`src/rtl/cbc_pkg.sv`:
```
package cbc_pkg;

  typedef enum logic [1:0] {
    LEG_DEAD = 2'd0,
    LEG_HIGH = 2'd1,
    LEG_LOW  = 2'd2
  } leg_e;

endpackage

```
`src/rtl/cbc_sync.sv`:
```
module cbc_sync #(
  parameter int STAGES = 2
) (
  input  logic clk,
  input  logic rst,
  input  logic d_async,
  output logic d_sync
);
  logic [STAGES-1:0] shreg;

  generate
    if (STAGES == 1) begin : g_one
      always_ff @(posedge clk) begin
        if (rst) shreg <= '0;
        else     shreg <= d_async;
      end
    end else begin : g_many
      always_ff @(posedge clk) begin
        if (rst) shreg <= '0;
        else     shreg <= {shreg[STAGES-2:0], d_async};
      end
    end
  endgenerate

  assign d_sync = shreg[STAGES-1];
endmodule

```
`src/rtl/cbc_blank.sv`:
```
module cbc_blank #(
  parameter int CNT_W     = 8,
  parameter int BLANK_CYC = 6
) (
  input  logic clk,
  input  logic rst,
  input  logic pwm_cmd,
  output logic pwm_rise,
  output logic blank_active
);
  localparam logic [CNT_W-1:0] LOAD = CNT_W'(BLANK_CYC);

  logic             pwm_q;
  logic [CNT_W-1:0] cnt_q;

  function automatic logic [CNT_W-1:0] blank_next(input logic rise,
                                                  input logic [CNT_W-1:0] c);
    if (rise)           return LOAD;
    else if (c != '0)   return c - 1'b1;
    else                return c;
  endfunction

  assign pwm_rise     = pwm_cmd & ~pwm_q;
  assign blank_active = pwm_rise | (cnt_q != '0);

  always_ff @(posedge clk) begin
    if (rst) begin
      pwm_q <= 1'b0;
      cnt_q <= '0;
    end else begin
      pwm_q <= pwm_cmd;
      cnt_q <= blank_next(pwm_rise, cnt_q);
    end
  end
endmodule

```
`src/rtl/cbc_trip.sv`:
```
module cbc_trip (
  input  logic clk,
  input  logic rst,
  input  logic pwm_cmd,
  input  logic pwm_rise,
  input  logic blank_active,
  input  logic oc_sync,
  output logic trip_set,
  output logic trip_q
);
  assign trip_set = pwm_cmd & ~blank_active & oc_sync;

  always_ff @(posedge clk) begin
    if (rst)           trip_q <= 1'b0;
    else if (pwm_rise) trip_q <= 1'b0;
    else if (trip_set) trip_q <= 1'b1;
  end
endmodule

```
`src/rtl/cbc_deadtime.sv`:
```
module cbc_deadtime
  import cbc_pkg::*;
#(
  parameter int DEAD_W   = 4,
  parameter int DEAD_CYC = 3
) (
  input  logic clk,
  input  logic rst,
  input  logic hs_req,
  output logic hs_en,
  output logic ls_en,
  output leg_e leg
);
  localparam logic [DEAD_W-1:0] LOAD = DEAD_W'(DEAD_CYC - 1);

  leg_e              leg_q, leg_d;
  logic [DEAD_W-1:0] dcnt_q, dcnt_d;

  function automatic leg_e wanted(input logic req);
    return req ? LEG_HIGH : LEG_LOW;
  endfunction

  always_comb begin
    leg_d  = leg_q;
    dcnt_d = dcnt_q;
    unique case (leg_q)
      LEG_HIGH: if (!hs_req) begin leg_d = LEG_DEAD; dcnt_d = LOAD; end
      LEG_LOW:  if (hs_req)  begin leg_d = LEG_DEAD; dcnt_d = LOAD; end
      default: begin
        if (dcnt_q == '0) leg_d = wanted(hs_req);
        else              dcnt_d = dcnt_q - 1'b1;
      end
    endcase
  end

  always_ff @(posedge clk) begin
    if (rst) begin
      leg_q  <= LEG_DEAD;
      dcnt_q <= LOAD;
    end else begin
      leg_q  <= leg_d;
      dcnt_q <= dcnt_d;
    end
  end

  assign hs_en = (leg_q == LEG_HIGH);
  assign ls_en = (leg_q == LEG_LOW);
  assign leg   = leg_q;
endmodule

```
`src/rtl/cbc_limit_ctrl.sv`:
```
module cbc_limit_ctrl
  import cbc_pkg::*;
#(
  parameter int SYNC_STAGES = 2,
  parameter int BLANK_W     = 8,
  parameter int BLANK_CYC   = 6,
  parameter int DEAD_W      = 4,
  parameter int DEAD_CYC    = 3
) (
  input  logic clk,
  input  logic rst,
  input  logic pwm_cmd,
  input  logic oc_flag_async,
  output logic hs_gate_en,
  output logic ls_gate_en,
  output logic limit_active
);
  logic oc_sync;
  logic pwm_rise;
  logic blank_active;
  logic trip_set;
  logic trip_q;
  logic hs_req;
  leg_e leg;

  cbc_sync #(.STAGES(SYNC_STAGES)) u_sync (
    .clk(clk), .rst(rst), .d_async(oc_flag_async), .d_sync(oc_sync)
  );

  cbc_blank #(.CNT_W(BLANK_W), .BLANK_CYC(BLANK_CYC)) u_blank (
    .clk(clk), .rst(rst), .pwm_cmd(pwm_cmd),
    .pwm_rise(pwm_rise), .blank_active(blank_active)
  );

  cbc_trip u_trip (
    .clk(clk), .rst(rst), .pwm_cmd(pwm_cmd), .pwm_rise(pwm_rise),
    .blank_active(blank_active), .oc_sync(oc_sync),
    .trip_set(trip_set), .trip_q(trip_q)
  );

  // a rising edge starts a fresh period, so a stale trip must not block it
  assign hs_req = pwm_cmd & (pwm_rise | ~trip_q);

  cbc_deadtime #(.DEAD_W(DEAD_W), .DEAD_CYC(DEAD_CYC)) u_dead (
    .clk(clk), .rst(rst), .hs_req(hs_req),
    .hs_en(hs_gate_en), .ls_en(ls_gate_en), .leg(leg)
  );

  assign limit_active = trip_q;
endmodule

```
`config.mk`:
```
export PLATFORM = sky130hd
export DESIGN_NAME = cbc_limit_ctrl
export DESIGN_NICKNAME = d
export VERILOG_FILES = /design/src/rtl/cbc_pkg.sv /design/src/rtl/cbc_sync.sv /design/src/rtl/cbc_blank.sv /design/src/rtl/cbc_trip.sv /design/src/rtl/cbc_deadtime.sv /design/src/rtl/cbc_limit_ctrl.sv
export SDC_FILE = /design/constraint.sdc
export NUM_CORES = 1
export LEC_CHECK = 0
export ABC_CLOCK_PERIOD_IN_PS = 2640
export BUFFER_PORTS_ARGS = -buffer_cell sky130_fd_sc_hd__buf_2
export CAP_MARGIN = 20
export CORE_ASPECT_RATIO = 0.8
export CORE_MARGIN = 2
export CORE_UTILIZATION = 35
export DETAILED_ROUTE_END_ITERATION = 8
export GPL_TIMING_DRIVEN = 1
export SLEW_MARGIN = 20
export SYNTH_ARGS = -nofsm -noshare
export SYNTH_HDL_FRONTEND = slang
export SYNTH_SLANG_ARGS = --single-unit
export TNS_END_PERCENT = 100
```
`constraint.sdc`:
```
create_clock -name clk -period 2.64 [get_ports clk]
set_clock_uncertainty 0.15 [all_clocks]
set_input_delay 0.132 -clock clk [delete_from_list [all_inputs] [get_ports clk]]
set_output_delay 0.132 -clock clk [all_outputs]
set_load 0.02 [all_outputs]
```
==> results.cfg <==
[layout]
stdcell_count = 147
diodes = 0
layout.nets = 121
final_common_cell = dfxtp_1
area_delta_synth_final_pct = 13.6
fill_cells = 255
layout_common_cells = 18 x dfxtp_1, 12 x nor2_1, 11 x inv_1
fin_area_mm2 = 0.00103
final_layout_size_suffix_gt1_share_pct = 15.3

[synthesis]
netlist_area_um2 = 905
ys_seq_area_share_pct = 39.8
yosysUniqueCellTypes = 36
synthFlopType = dfxtp_1
synth_nets = 110
synth_top_cell_area_share_pct = 39.8
synthCells = 101
yosysTopAreaCell = dfxtp_1
postSynth.asyncResetShare_pct = 0
synth-edff-count = 0
syn_area_per_cell_um2 = 8.96
yosys_warnings = 0
synth-seq-cells = 18
ys_top_cells_by_area = dfxtp_1 40%, ha_1 6.9%, nor2_1 5.0%, inv_1 4.6%, mux2i_1 3.3%

[grt]
gr-total-overflow = 0
first_global_vias = 638
use_met2_pct = 16.1
grt_max_degree = 17
gr-usage-met1_pct = 16.2
busiest_layer = met1
antenna_found_initial = 0
use_met3_pct = 3.15
grt_pass1_wl_mm = 2.64
grt_usage_pct = 11.5

[clocking]
cts_resized = 0
cts_tree = built
cts_inserted_buffers = 3
cts-root-buf = clkbuf_4
cts_buffer_depth = 2
cts.sinks = 18
htree_levels = 1
path_clk_slew_ns = 0.11
clk_latency_ns = 0.30

[detailed_routing]
drt-total-wl_mm = 1.51
ant_nets = 0
viasPerCell = 4.72
drtPass1Iterations = 4
drt_iter0_markers = 6
routedWlPerCell_um = 10.2
route.vias.total = 694
drc = 0

[die]
dieArea_mm2 = 0.00301
die_h_um = 49.5
io_pins = 7
die_w_um = 60.8
initial_core_util_pct = 37.0
core_mm2 = 0.00244
row_count = 16

[power_and_ir_drop]
power_density_mw_per_mm2 = 1130
switchingPower_mw = 0.449
power.share.clock_pct = 14.8
switching_share_pct = 38.7
comb_power_share_pct = 50.0
cellInternalPower_mw = 0.712
p_seq_share_pct = 35.2
irDropWorstVdd_v = 0.000471
p_leak_nw = 0.426

[sta]
timing.fmax_mhz = 452
slew_headroom_pct = 68.6
post-route-period-util_pct = 83.8
tightest_slew_ns = 0.467
finalSetupTns_ns = 0
grt_setup_unrepaired = no
min_period_ns = 2.21
hold_viol_final = 0
setup_violations = 0
hold_slack_ns = 0.0207
slew_viol_final = 0

[place]
io_buffers = 6
gp_congestion = 0.783
place_inst = 141
place_area_um2 = 971
dp_hpwl_mm = 1.11

[worst_setup_path]
criticalPathCategory = reg2reg
cp_cell_sequence = or4_4 -> or4b_1 -> mux2_4 -> a21oi_2
crit_path_end_kind = flop
critical-path-top-delay-family = simple AND/OR/NAND/NOR gates
cp-start-kind = flop
arrival_ns = 2.30
critPathSlowestCell = or4b_1
critPathMaxFanout = 5
cp.required_ns = 2.73
cp_num_buf_inv = 0
crit_path_max_incr_delay_ns = 0.64

[flow_run]
drv_cap = 0

[outcome]
status = finished, final reports clean

[hold_path]
min_path_type = in2reg
routing by layer:
layer | vias up | share of wire [%] | wire [um]
met5 | - | 0 | 0
met4 | 0 | 1.7 | 26
met3 | 3 | 2.3 | 35
met2 | 9 | 40 | 600
met1 | 315 | 56 | 843
li1 | 367 | - | -
worst reg2reg max path: cells and delay by family, from the launching register on:
family             cells  cell delay [ns]
AOI/OAI and AO/OA      1             0.12
and+or+nand+nor        2             1.19
DFF                    1             0.35
muxes                  1             0.35
synthesized netlist by cell type (3+ instances only):
| master | instances |
|---|---|
| nand2b_1 | 3 |
| nand2_1 | 3 |
| mux2i_1 | 3 |
| nor3_1 | 3 |
| nor2b_1 | 3 |
| a21oi_1 | 4 |
| xnor2_1 | 3 |
| nand3_1 | 3 |
| nor2_1 | 12 |
| inv_1 | 11 |
| dfxtp_1 | 18 |
| ha_1 | 5 |
final timing paths:
kind | from | to | slack [ns] | cells past startpoint
setup / recovery | u_blank.cnt_q[3]$_SDFFE_PP0P_ | u_blank.cnt_q[1]$_SDFFE_PP0P_ | 0.43 | 4
hold / removal | rst | u_sync.shreg[0]$_SDFF_PP0_ | 0.02 | 2
setup reg to reg | u_blank.cnt_q[3]$_SDFFE_PP0P_ | u_blank.cnt_q[1]$_SDFFE_PP0P_ | 0.43 | 4
hold reg to reg | u_sync.shreg[0]$_SDFF_PP0_ | u_sync.shreg[1]$_SDFF_PP0_ | 0.30 | 1
layout make-up:
cell class	count	area [um2]	area share (%)
Multi-Input combinational cell	70	494	48.1
Sequential cell	18	360	35.1
Timing Repair Buffer	8	50.0	4.87
Tap cell	36	45.0	4.38
Inverter	11	41.3	4.02
Clock buffer	4	36.3	3.53
sequential cells by signal, summed over array words and instances (netlist names):
signal / cells
u_blank.cnt_q: 8
u_dead.dcnt_q: 4
u_dead.leg: 2
u_sync.shreg: 2
u_blank.pwm_q: 1
u_trip.trip_q: 1
kinds of logic (layout without fill, tap and decap cells):
kind of cell | count (synthesis) | in the layout | synth area share (%)
and+or+nand+nor | 40 | 40 | 25.0
DFF | 18 | 18 | 39.8
AOI/OAI and AO/OA | 16 | 16 | 12.6
buffers and inverters | 13 | 23 | 5.53
adders and majority gates | 5 | 5 | 6.92
muxes | 5 | 5 | 6.22
xor gates and xnor gates | 4 | 4 | 3.87
through the flow:
| stage | util [%] | setup WS (ns) | total power, mW |
|---|---|---|---|
| after global routing | 42.1 | 0.353 | 1.26 |
| after floorplan | - | 0.524 | 0.891 |
| after global placement | 39.8 | 0.485 | 0.975 |
| final | 42.1 | 0.427 | 1.16 |
| after CTS | 42.1 | 0.419 | 1.17 |
| after detailed placement | 39.8 | 0.455 | 0.987 |
power groups by stage:
| stage | Sequential (mW) | Clock, mW | Combinational [mW] |
|---|---|---|---|
| finish | 0.408 | 0.172 | 0.580 |
| global route | 0.419 | 0.186 | 0.659 |
| CTS | 0.408 | 0.176 | 0.582 |
| detailed placement | 0.415 | 0 | 0.573 |
| global placement | 0.413 | 0 | 0.562 |
| floorplan | 0.401 | 0 | 0.491 |
what timing repair did:
| action | 4_1_cts | 5_1_grt |
|---|---|---|
| hold endpoints to repair | 2 | 0 |
| setup buffers | 0 | 0 |
| hold buffers | 2 | 0 |
Note: power is estimated with default switching activity, not from simulation.
